===== src/rtl/bb_pkg.sv =====
package bb_pkg;
  localparam int ADDR_W = 32;
  localparam int DATA_W = 32;
  localparam int LANE_W = $clog2(DATA_W);
  localparam int BITSEL_W = 3;
  localparam int SIZE_W = 2;

  typedef logic [ADDR_W-1:0] addr_t;
  typedef logic [DATA_W-1:0] word_t;
  typedef logic [LANE_W-1:0] lane_t;
  typedef logic [SIZE_W-1:0] size_t;

  typedef enum logic [0:0] {PH_FETCH = 1'b0, PH_STORE = 1'b1} rmw_phase_e;

  // alias word index -> byte offset within the bit-band window
  function automatic addr_t f_byte_offset(addr_t alias_off);
    return alias_off >> (LANE_W);
  endfunction

  // alias word index -> bit number inside the byte
  function automatic logic [BITSEL_W-1:0] f_bit_num(addr_t alias_off);
    return alias_off[BITSEL_W+1:2];
  endfunction

  // align a byte address down to the access size
  function automatic addr_t f_align(addr_t a, size_t sz);
    case (sz)
      2'd0:    return a;
      2'd1:    return {a[ADDR_W-1:1], 1'b0};
      default: return {a[ADDR_W-1:2], 2'b00};
    endcase
  endfunction

  // bit position of a byte-relative bit on the lane-placed data bus
  function automatic lane_t f_lane(logic [1:0] byte_lo, logic [BITSEL_W-1:0] bitn);
    return {byte_lo, bitn};
  endfunction
endpackage


===== src/rtl/bb_window_decode.sv =====
module bb_window_decode
  import bb_pkg::*;
#(
  parameter int NWIN = 2,
  parameter int WIN_BYTES = 32'h0010_0000,
  parameter logic [NWIN-1:0][ADDR_W-1:0] WIN_BASE   = {32'h4000_0000, 32'h2000_0000},
  parameter logic [NWIN-1:0][ADDR_W-1:0] ALIAS_BASE = {32'h4200_0000, 32'h2200_0000}
) (
  input  addr_t                 addr,
  output logic                  hit,
  output addr_t                 tgt_byte,
  output logic [BITSEL_W-1:0]   bit_num
);
  localparam addr_t ALIAS_BYTES = addr_t'(WIN_BYTES) * addr_t'(DATA_W);

  logic [NWIN-1:0] hit_w;
  addr_t           off_w [NWIN];
  addr_t           tgt_w [NWIN];

  for (genvar w = 0; w < NWIN; w++) begin : g_win
    assign off_w[w] = addr - ALIAS_BASE[w];
    assign hit_w[w] = (addr >= ALIAS_BASE[w]) && (off_w[w] < ALIAS_BYTES);
    assign tgt_w[w] = WIN_BASE[w] + f_byte_offset(off_w[w]);
  end

  always_comb begin
    tgt_byte = '0;
    for (int w = 0; w < NWIN; w++)
      if (hit_w[w]) tgt_byte = tgt_byte | tgt_w[w];
  end

  assign hit     = |hit_w;
  assign bit_num = f_bit_num(addr);
endmodule


===== src/rtl/bb_bit_merge.sv =====
module bb_bit_merge
  import bb_pkg::*;
(
  input  word_t base,
  input  lane_t lane,
  input  logic  val,
  output word_t merged,
  output logic  picked
);
  for (genvar i = 0; i < DATA_W; i++) begin : g_bit
    assign merged[i] = (lane == lane_t'(i)) ? val : base[i];
  end
  assign picked = base[lane];
endmodule


===== src/rtl/bb_rmw_ctrl.sv =====
module bb_rmw_ctrl
  import bb_pkg::*;
(
  input  logic  clk,
  input  logic  rst_n,
  input  logic  start,
  input  logic  s_ready,
  input  word_t s_rdata,
  output logic  store_phase,
  output word_t snap,
  output logic  fetch_done,
  output logic  store_done
);
  rmw_phase_e ph;

  assign store_phase = (ph == PH_STORE);
  assign fetch_done  = start && !store_phase && s_ready;
  assign store_done  = start && store_phase && s_ready;

  always_ff @(posedge clk or negedge rst_n) begin
    if (!rst_n) begin
      ph   <= PH_FETCH;
      snap <= '0;
    end else if (fetch_done) begin
      ph   <= PH_STORE;
      snap <= s_rdata;
    end else if (store_done) begin
      ph   <= PH_FETCH;
    end
  end

  // the write phase follows the read phase directly
  a_r6_store_follows_fetch: assert property (@(posedge clk) disable iff (!rst_n)
    fetch_done |=> store_phase);
  // the sequence returns to its read phase after the write is taken
  a_r6_back_to_fetch: assert property (@(posedge clk) disable iff (!rst_n)
    store_done |=> !store_phase);
endmodule


===== src/rtl/bb_alias_bridge.sv =====
module bb_alias_bridge
  import bb_pkg::*;
#(
  parameter int NWIN = 2,
  parameter int WIN_BYTES = 32'h0010_0000,
  parameter logic [NWIN-1:0][ADDR_W-1:0] WIN_BASE   = {32'h4000_0000, 32'h2000_0000},
  parameter logic [NWIN-1:0][ADDR_W-1:0] ALIAS_BASE = {32'h4200_0000, 32'h2200_0000}
) (
  input  logic                clk,
  input  logic                rst_n,
  input  logic                m_req,
  input  logic                m_write,
  input  logic                m_fetch,
  input  logic [SIZE_W-1:0]   m_size,
  input  logic [ADDR_W-1:0]   m_addr,
  input  logic [DATA_W-1:0]   m_wdata,
  output logic [DATA_W-1:0]   m_rdata,
  output logic                m_ready,
  output logic                s_req,
  output logic                s_write,
  output logic [SIZE_W-1:0]   s_size,
  output logic [ADDR_W-1:0]   s_addr,
  output logic [DATA_W-1:0]   s_wdata,
  input  logic [DATA_W-1:0]   s_rdata,
  input  logic                s_ready
);
  logic                win_hit;
  addr_t               tgt_byte;
  logic [BITSEL_W-1:0] bit_num;
  lane_t               lane;
  logic                alias_acc;
  logic                alias_rd;
  logic                alias_wr;
  logic                store_phase;
  logic                fetch_done;
  logic                store_done;
  word_t               snap;
  word_t               merged;
  logic                picked_unused;
  logic                rd_bit;
  word_t               merged_rd_unused;

  bb_window_decode #(
    .NWIN(NWIN), .WIN_BYTES(WIN_BYTES), .WIN_BASE(WIN_BASE), .ALIAS_BASE(ALIAS_BASE)
  ) u_dec (
    .addr(m_addr), .hit(win_hit), .tgt_byte(tgt_byte), .bit_num(bit_num)
  );

  assign lane      = f_lane(tgt_byte[1:0], bit_num);
  assign alias_acc = m_req && !m_fetch && win_hit;
  assign alias_rd  = alias_acc && !m_write;
  assign alias_wr  = alias_acc && m_write;

  bb_rmw_ctrl u_rmw (
    .clk(clk), .rst_n(rst_n), .start(alias_wr), .s_ready(s_ready), .s_rdata(s_rdata),
    .store_phase(store_phase), .snap(snap), .fetch_done(fetch_done), .store_done(store_done)
  );

  // write phase: insert the new bit into the captured location
  bb_bit_merge u_wmerge (
    .base(snap), .lane(lane), .val(m_wdata[0]), .merged(merged), .picked(picked_unused)
  );

  // read path: pick the target bit from live memory data
  bb_bit_merge u_rpick (
    .base(s_rdata), .lane(lane), .val(1'b0), .merged(merged_rd_unused), .picked(rd_bit)
  );

  assign s_req   = m_req;
  assign s_size  = m_size;
  assign s_addr  = alias_acc ? f_align(tgt_byte, m_size) : m_addr;
  assign s_write = alias_wr ? store_phase : m_write;
  assign s_wdata = alias_wr ? merged : m_wdata;
  assign m_ready = alias_wr ? store_done : s_ready;
  assign m_rdata = alias_rd ? {{(DATA_W-1){1'b0}}, rd_bit} : s_rdata;

  // an alias read completes with only bit 0 possibly set
  a_r5_single_bit: assert property (@(posedge clk) disable iff (!rst_n)
    (alias_rd && m_ready) |-> (m_rdata[DATA_W-1:1] == '0));
  // the master never completes an alias write on a memory read
  a_r6_ready_on_store: assert property (@(posedge clk) disable iff (!rst_n)
    (alias_wr && m_ready) |-> (s_req && s_write));
  // the write phase reuses the address of the read phase
  a_r6_same_location: assert property (@(posedge clk) disable iff (!rst_n)
    fetch_done |=> (s_write && s_addr == $past(s_addr)));
  // at most the target bit differs between captured and written data
  a_r7_one_bit_change: assert property (@(posedge clk) disable iff (!rst_n)
    (alias_wr && store_phase) |-> ($countones(s_wdata ^ snap) <= 1));
  // memory access size follows the master
  a_r9_size_kept: assert property (@(posedge clk) disable iff (!rst_n)
    s_req |-> (s_size == m_size));
  // fetches are never remapped
  a_r8_fetch_direct: assert property (@(posedge clk) disable iff (!rst_n)
    (m_req && m_fetch) |-> (s_addr == m_addr && s_write == m_write));
  // outside the alias windows the request is forwarded unchanged
  a_r1_passthrough: assert property (@(posedge clk) disable iff (!rst_n)
    (m_req && !alias_acc) |-> (s_addr == m_addr && s_wdata == m_wdata && m_rdata == s_rdata));
endmodule


===== config.mk =====
export PLATFORM = sky130hd
export DESIGN_NAME = bb_alias_bridge
export DESIGN_NICKNAME = d
export VERILOG_FILES = /design/src/rtl/bb_pkg.sv /design/src/rtl/bb_window_decode.sv /design/src/rtl/bb_bit_merge.sv /design/src/rtl/bb_rmw_ctrl.sv /design/src/rtl/bb_alias_bridge.sv
export SDC_FILE = /design/constraint.sdc
export NUM_CORES = 1
export LEC_CHECK = 0
export BUFFER_PORTS_ARGS = -buffer_cell sky130_fd_sc_hd__clkbuf_2
export CAP_MARGIN = 20
export CORE_MARGIN = 4
export CORE_UTILIZATION = 40
export CTS_CLUSTER_DIAMETER = 120
export DETAILED_ROUTE_END_ITERATION = 10
export PLACE_DENSITY = 0.82
export SYNTH_ARGS = -nofsm -noshare
export SYNTH_HDL_FRONTEND = slang
export SYNTH_SLANG_ARGS = --single-unit
export TNS_END_PERCENT = 20

===== constraint.sdc =====
create_clock -name clk -period 1.8 [get_ports clk]
set_input_delay 0.09 -clock clk [delete_from_list [all_inputs] [get_ports clk]]
set_output_delay 0.09 -clock clk [all_outputs]
set_load 0.1 [all_outputs]

==> summary.txt, run 1 <==
Global route
  • First-pass GRT wire length: about 24 mm
  • Total global routing overflow: 0
  • GRT Total Usage: 31.9%
  • Largest net degree at the start of global routing: 34
  • Vias in the first global route: around 4300
  • Initial antenna violation count: 1

Routing
  • Total vias in the final route: around 4000
  • Drt via density: around 6
  • Router iterations before antenna repair: 5
  • Initial DRC count: ~320
  • Drt total wl: 16.8 mm
  • Wirelength per Cell: 24.8 um
  • Drt drc: 0
  • Routed Antenna Nets: 0

Layout
  • Share of layout cells above drive strength 1: 78.7%
  • Area grow syn2layout: 116%
  • Area of the multi-input gates: between 2000 and 3000 um^2
  • Final net count: 677
  • Fillers: approximately 330
  • Post-layout util: between 80 and 90%
  • Register area: about 830 um^2

STA
  • Slew Limit Fails: 0
  • Slew headroom: between 40% and 50%
  • Post-route clock skew: between 0.003 and 0.004 ns
  • Hold Vio Cnt, Final: 0
  • Setup repair after global routing missed its margin: true
  • Fin crit share: 125%
  • Fmax: between 0.4 and 0.5 GHz
  • Tightest Pin Transition: between 0.8 and 0.9 ns
  • Setup TNS: -33.14 ns
  • Final min period: about 2.2 ns
  • Final setup fails: roughly 130
  • Setup ws final: -0.441 ns

Clock network
  • Total CTS buffers: 5
  • Clk_lat worst skew: 0.29 ns
  • Clock transition at path regs: ~0.060 ns
  • CTS Root Cell: clkbuf_8
  • CTS sink cnt: 33
  • Max clock buf depth: 2
  • CTS H-tree lvls: 2
  • TritonCTS clock tree: yes

Place
  • Port Buf Inserts: about 200
  • Setup WS pre-CTS: -0.477 ns
  • Post-DP HPWL: 11.7 mm
  • Gpl congestion: between 0.8 and 0.9

Setup path
  • CP endpoint kind: output port
  • CP Launch Type: primary input
  • Setup CP Type: in -> out
  • Worst Path Arrival: 2.15 ns
  • Peak fanout along the critical path: 6
  • CP required: 1.71 ns

Die
  • Rows: 32
  • Die footprint: 9590 um^2
  • # IOs: between 200 and 250
  • Die Width: around 100 um
  • Placeable Area: just under 8000 um^2
  • Initial core utilization: between 40 and 50%
  • Chip Height: between 90 and 100 um

Yosys
  • Syn Std Cell Area: approximately 3200 um^2
  • Syn_area_per_cell: a little over 9 um^2
  • Yosys cell types: 43
  • Main synth FF type: dfrtp_1
  • Seq/Total Area, Yosys: roughly a quarter
  • Synth Net Count: 455
  • Cell count after synthesis: 350
  • Synth warn: 0
  • Synth Register Bits: 33
  • EDFF count, synth: 0
  • Post-synth ARST share: 100%

Power and ir drop
  • Switching portion of total power: roughly 48%
  • Leak: roughly 0.0033 uW
  • Design Power: 3540 uW
  • Clock network power share: ~16%
  • PD cells: around 510 nW/um^2
  • Logic pwr share: 61.4%
  • Reg power frac: approximately 22%
  • Int Pwr: roughly 1900 uW
  • Max rail drop VDD: 0.000402 V
  • Net Sw Power: between 1500 and 2000 uW

Flow run
  • Maxcap violations: 0

Worst hold path
  • Hold Crit Class: in -> reg

Outcome
  • Outcome: complete, but fails checks
  • Failing checks: negative setup slack
-- cells in the final DEF, fill, tap and decap left out, types with 11 or more instances in the layout --
cell type	Yosys	final
and2_4	30	38
nand2_1	34	31
nor3_4	0	12
buf_4	5	33
dfrtp_1	33	33
o21ai_4	0	20
mux2_2	53	51
mux2i_2	0	19
clkbuf_2	0	108
nor2_1	11	11
buf_12	0	101
-- synthesized netlist by cell type (3+ instances only) --
cell type | instances | area (um^2)
nand4_1 | 8 | 50.1
nor4_1 | 13 | 81.3
nor2_1 | 11 | 41.3
and2_4 | 30 | 263
o21ai_0 | 28 | 140
and2_1 | 10 | 62.6
clkbuf_1 | 24 | 90.1
mux2i_1 | 27 | 270
mux2_2 | 53 | 597
mux4_2 | 7 | 158
a211oi_1 | 3 | 22.5
buf_6 | 6 | 67.6
nor3_1 | 16 | 80.1
nand2b_1 | 6 | 37.5
buf_2 | 4 | 20.0
dfrtp_1 | 33 | 826
nand2_1 | 34 | 128
buf_4 | 5 | 37.5
-- area by class of cell --
| type | instances | share of cell area [%] |
|---|---|---|
| antenna | 1 | 0.0359 |
| clock buffer | 7 | 1.24 |
| inverter | 2 | 0.287 |
| multi-input combinational | 278 | 42.3 |
| sequential | 33 | 11.8 |
| tap | 102 | 1.83 |
| timing repair buffer | 252 | 42.5 |
-- what timing repair did --
item                       4_1_cts  5_1_grt
setup endpoints to repair       94      126
cloned                           2        0
pin swaps                       46       11
buffers inserted                 6        1
hold endpoints to repair        33        0
hold buffers                     1        0
resized for setup               42       17
-- state kept, by name (all words and copies together) (netlist names) --
signal             flops
u_rmw.snap            32
u_rmw.store_phase      1
-- metrics by stage --
stage | cells | area [um^2] | hold slack [ns]
2_1_floorplan | 350 | 3870 | -0.206
3_3_place_gp | 657 | 6560 | 0.215
3_5_place_dp | 657 | 6560 | 0.245
4_1_cts | 673 | 6880 | 0.0722
5_1_grt | 675 | 6980 | 0.0875
6_report | 675 | 6980 | 0.0693
-- metal layers --
layer  track usage (%)  up-vias  wire length, um
li1                  -     1705                -
met1              35.0     1969             5600
met2              60.1      297             9020
met3              6.07       66             1290
met4              12.4        0              842
met5                 0        -                0
-- logic make-up (layout without fill, tap and decap cells) --
logic type	after synthesis	in the layout	share of synthesized area, %
AO/OA/AOI/OAI	41	41	7.43
XOR/XNOR	2	2	0.774
adder cells (fa/ha/maj)	1	1	0.387
buffers and inverters	41	261	6.89
flip-flops	33	33	25.5
multiplexers	87	87	31.7
other	0	1	0
AND/OR/NAND/NOR	145	147	27.3
-- critical path: stages --
cell and delay, ns:
clkbuf_16 0.13, inv_8 0.05, ha_4 0.19, and4bb_2 0.23, buf_4 0.15, buf_4 0.13
and4_1 0.18, buf_4 0.17, and4b_1 0.23, a21oi_2 0.16, o31a_1 0.23, buf_12 0.20
-- power groups by stage --
stage	combinational (uW)	sequential [uW]	clock (uW)
after floorplan	1290	792	0
after global placement	2060	795	0
after detailed placement	2100	798	0
after CTS	2140	785	581
after global routing	2220	790	604
final	2170	789	578
-- final timing paths --
path / slack, ns / startpoint / to / cells past startpoint
worst max-delay path: -0.44 / m_addr[25] / s_wdata[2] / 12
max in group asynchronous: 0.76 / rst_n / u_rmw.snap[6] / 2
worst min-delay path: 0.07 / s_rdata[9] / u_rmw.snap[9] / 2
worst max register to register: 0.47 / u_rmw.store_phase / u_rmw.snap[0] / 3
min in group asynchronous: 0.49 / rst_n / u_rmw.snap[21] / 2
worst min register to register: 0.51 / u_rmw.snap[1] / u_rmw.snap[1] / 1
Power figures use the tool's default switching activity.
==> run 2: changes to the inputs <==
--- a/config.mk
+++ b/config.mk
@@ -11,7 +11,9 @@
 export CORE_UTILIZATION = 40
 export CTS_CLUSTER_DIAMETER = 120
 export DETAILED_ROUTE_END_ITERATION = 10
+export GPL_TIMING_DRIVEN = 0
 export PLACE_DENSITY = 0.82
+export REMOVE_ABC_BUFFERS = 1
 export SYNTH_ARGS = -nofsm -noshare
 export SYNTH_HDL_FRONTEND = slang
 export SYNTH_SLANG_ARGS = --single-unit
==> summary.txt, run 2 (synthesis gave the netlist of run 1 again) <==
Setup path
  • CP endpoint kind: output port
  • CP Launch Type: primary input
  • CP delay by family, top: simple AND/OR/NAND/NOR gates
  • Crit-path max cell delay: 0.49 ns (+0.26 ns)
  • Reg2reg start: u_rmw.store_phase
  • Critical R2R Capture: u_rmw.snap[2]
  • Levels on crit path: 8 (-4)
  • Worst Path Arrival: 2.19 ns (+0.04 ns)
  • Critical-path cell list: buf_8 > inv_4 > ha_4 > and4bb_4 > nand3_4 > or3b_4 > o41ai_1 > bufbuf_8
  • CP required: 1.71 ns (about the same)
  • Peak fanout along the critical path: 6 (unchanged)
  • Worst Reg-to-Reg Cells: 3 (unchanged)
  • Critical path buffer and inverter count: 3 (-3)
  • Reg2Reg Setup Slack: 0.40 ns (-0.07 ns)
  • Critical path's slowest cell: or3b_4
  • Setup CP Type: in -> out

Worst hold path
  • Hold Crit Class: in -> reg
  • Hold path startpoint: s_rdata[31]
  • Worst Hold Depth: 2 (unchanged)
  • Hold endpoint: u_rmw.snap[31]

Place
  • Post-DP HPWL: 8.99 mm (-23%)
  • Setup WS pre-CTS: -1.51 ns (-1.04 ns)
  • Gpl congestion: 0.902 (+3.0%)
  • Port Buf Inserts: 204 (unchanged)

STA
  • Setup repair after global routing missed its margin: true
  • Final min period: 2.28 ns (+0.0405 ns)
  • Fin crit share: 127% (+2.2 points)
  • Setup TNS: -29.02 ns (+4.12 ns)
  • Post-route clock skew: 0.00309 ns (-0.000853 ns)
  • Slew Limit Fails: 0 (unchanged)
  • Setup ws final: -0.482 ns (-0.0405 ns)
  • Tightest Pin Transition: 0.903 ns (+0.0206 ns)
  • Hold Vio Cnt, Final: 0 (unchanged)
  • Slew headroom: 39.8% (-1.4 points)
  • Final setup fails: 112 (-11%)
  • WHS: 0.0768 ns (+0.00754 ns)
  • Fmax: 0.438 GHz (-1.8%)

Die
  • Initial core utilization: 41.4% (unchanged)
  • Chip Height: 97.9 um (unchanged)
  • Placeable Area: 7810 um^2 (unchanged)
  • Die footprint: 9590 um^2 (unchanged)
  • Rows: 32 (unchanged)
  • # IOs: 205 (unchanged)
  • Die Width: 97.9 um (unchanged)

Routing
  • Drt drc: 0 (unchanged)
  • Drt total wl: 15.0 mm (-10%)
  • Routed Antenna Nets: 0 (unchanged)
  • Drt via density: 5.85 (-2.2%)
  • Initial DRC count: 264 (-16%)
  • Router iterations before antenna repair: 4 (-1)
  • Total vias in the final route: 3771 (-6.6%)
  • Wirelength per Cell: 23.3 um (-6.3%)

Clock network
  • Total CTS buffers: 5 (unchanged)
  • Max clock buf depth: 2 (unchanged)
  • Clk_lat worst skew: 0.28 ns (about the same)
  • TritonCTS clock tree: yes
  • CTS H-tree lvls: 2 (unchanged)
  • CTS Root Cell: clkbuf_8
  • Clock transition at path regs: 0.07 ns (about the same)
  • CTS sink cnt: 33 (unchanged)

Flow run
  • Maxcap violations: 0 (unchanged)

Layout
  • Most frequent cells in the layout: clkbuf_2, mux2_2, clkbuf_8, clkbuf_16
  • Antenna cells: 0 (-1)
  • Final net count: 648 (-4.3%)
  • Area grow syn2layout: 83.8%
  • Largest register by flop count: u_rmw.snap
  • Fillers: 486 (+50%)
  • Post-layout util: 76.2% (-13 points)
  • Register area: 826 um^2 (unchanged)
  • Commonest non-fill, non-tap cell in the layout: clkbuf_2
  • Area of the multi-input gates: 2430 um^2 (-18%)
  • Max FFs per register: 32 (unchanged)
  • Share of layout cells above drive strength 1: 65.6% (-13 points)

Global route
  • Total global routing overflow: 0 (unchanged)
  • GRT Total Usage: 29.7% (-2.2 points)
  • Largest net degree at the start of global routing: 34 (unchanged)
  • Vias in the first global route: 4089 (-5.1%)
  • Initial antenna violation count: 0 (-1)
  • First-pass GRT wire length: 22.7 mm (-5.3%)

Power and ir drop
  • Design Power: 3290 uW (-7.1%)
  • PD cells: 553 nW/um^2 (+9.0%)
  • Leak: 0.00282 uW (-13%)
  • Max rail drop VDD: 0.000425 V (+5.8%)

Outcome
  • Outcome: complete, but fails checks
  • Failing checks: negative setup slack
## run 2: cell types whose count changed in the layout (fill, tap and decap cells not counted), moves of 9 or more
| cell | change |
|---|---|
| o21ai_1 | +19 |
| nor3_4 | -12 |
| mux2i_1 | +19 |
| clkbuf_8 | +37 |
| clkbuf_16 | +37 |
| buf_4 | -26 |
| buf_12 | -99 |
| buf_6 | +9 |
| o21ai_4 | -19 |
| mux2i_2 | -19 |
## run 2: worst max path at each step
stage / start / end / slack, ns
6_report: m_addr[26] / s_addr[0] / -0.48
5_1_grt: m_addr[26] / s_addr[0] / -0.59
3_3_place_gp: m_addr[25] / s_wdata[11] / -2.24
4_1_cts: m_addr[25] / m_rdata[0] / -0.50
3_5_place_dp: m_addr[25] / m_rdata[0] / -1.51
2_1_floorplan: m_addr[25] / s_addr[0] / -3.07
## run 2: report_power, final
group          internal [uW]  switching [uW]
sequential               767            15.0
combinational            638            1280
clock                    304             278
total                   1710            1580
## run 2: per-stage QoR
step                      area, um^2  instances
after floorplan                 3020        311
after global placement          4170        617
after detailed placement        4230        620
after CTS                       5740        638
after global routing            5950        645
final                           5950        645
## run 2: timing repair
action	CTS	global route
buffers inserted	5	6
pin swaps	33	13
gates resized for setup	272	60
endpoints found under the hold margin	33	0
hold buffers	1	0
cloned	5	1
setup endpoints to repair	127	116
## run 2: routing by layer
layer | routed length, um | GRT usage, % | part of all wire [%] | vias up
met5 | 0 | 0 | 0 | -
met4 | 741 | 15.1 | 4.9 | 0
met3 | 1240 | 7.36 | 8.3 | 54
met2 | 7720 | 52.9 | 51 | 251
met1 | 5300 | 32.5 | 35 | 1820
li1 | - | - | - | 1646
## run 2: final cells by class
| type | count | area share, % |
|---|---|---|
| Tap cell | 102 | 2.15 |
| Timing Repair Buffer | 219 | 41.4 |
| Inverter | 2 | 0.210 |
| Multi-Input combinational cell | 282 | 41.0 |
| Sequential cell | 33 | 13.9 |
| Clock buffer | 7 | 1.45 |
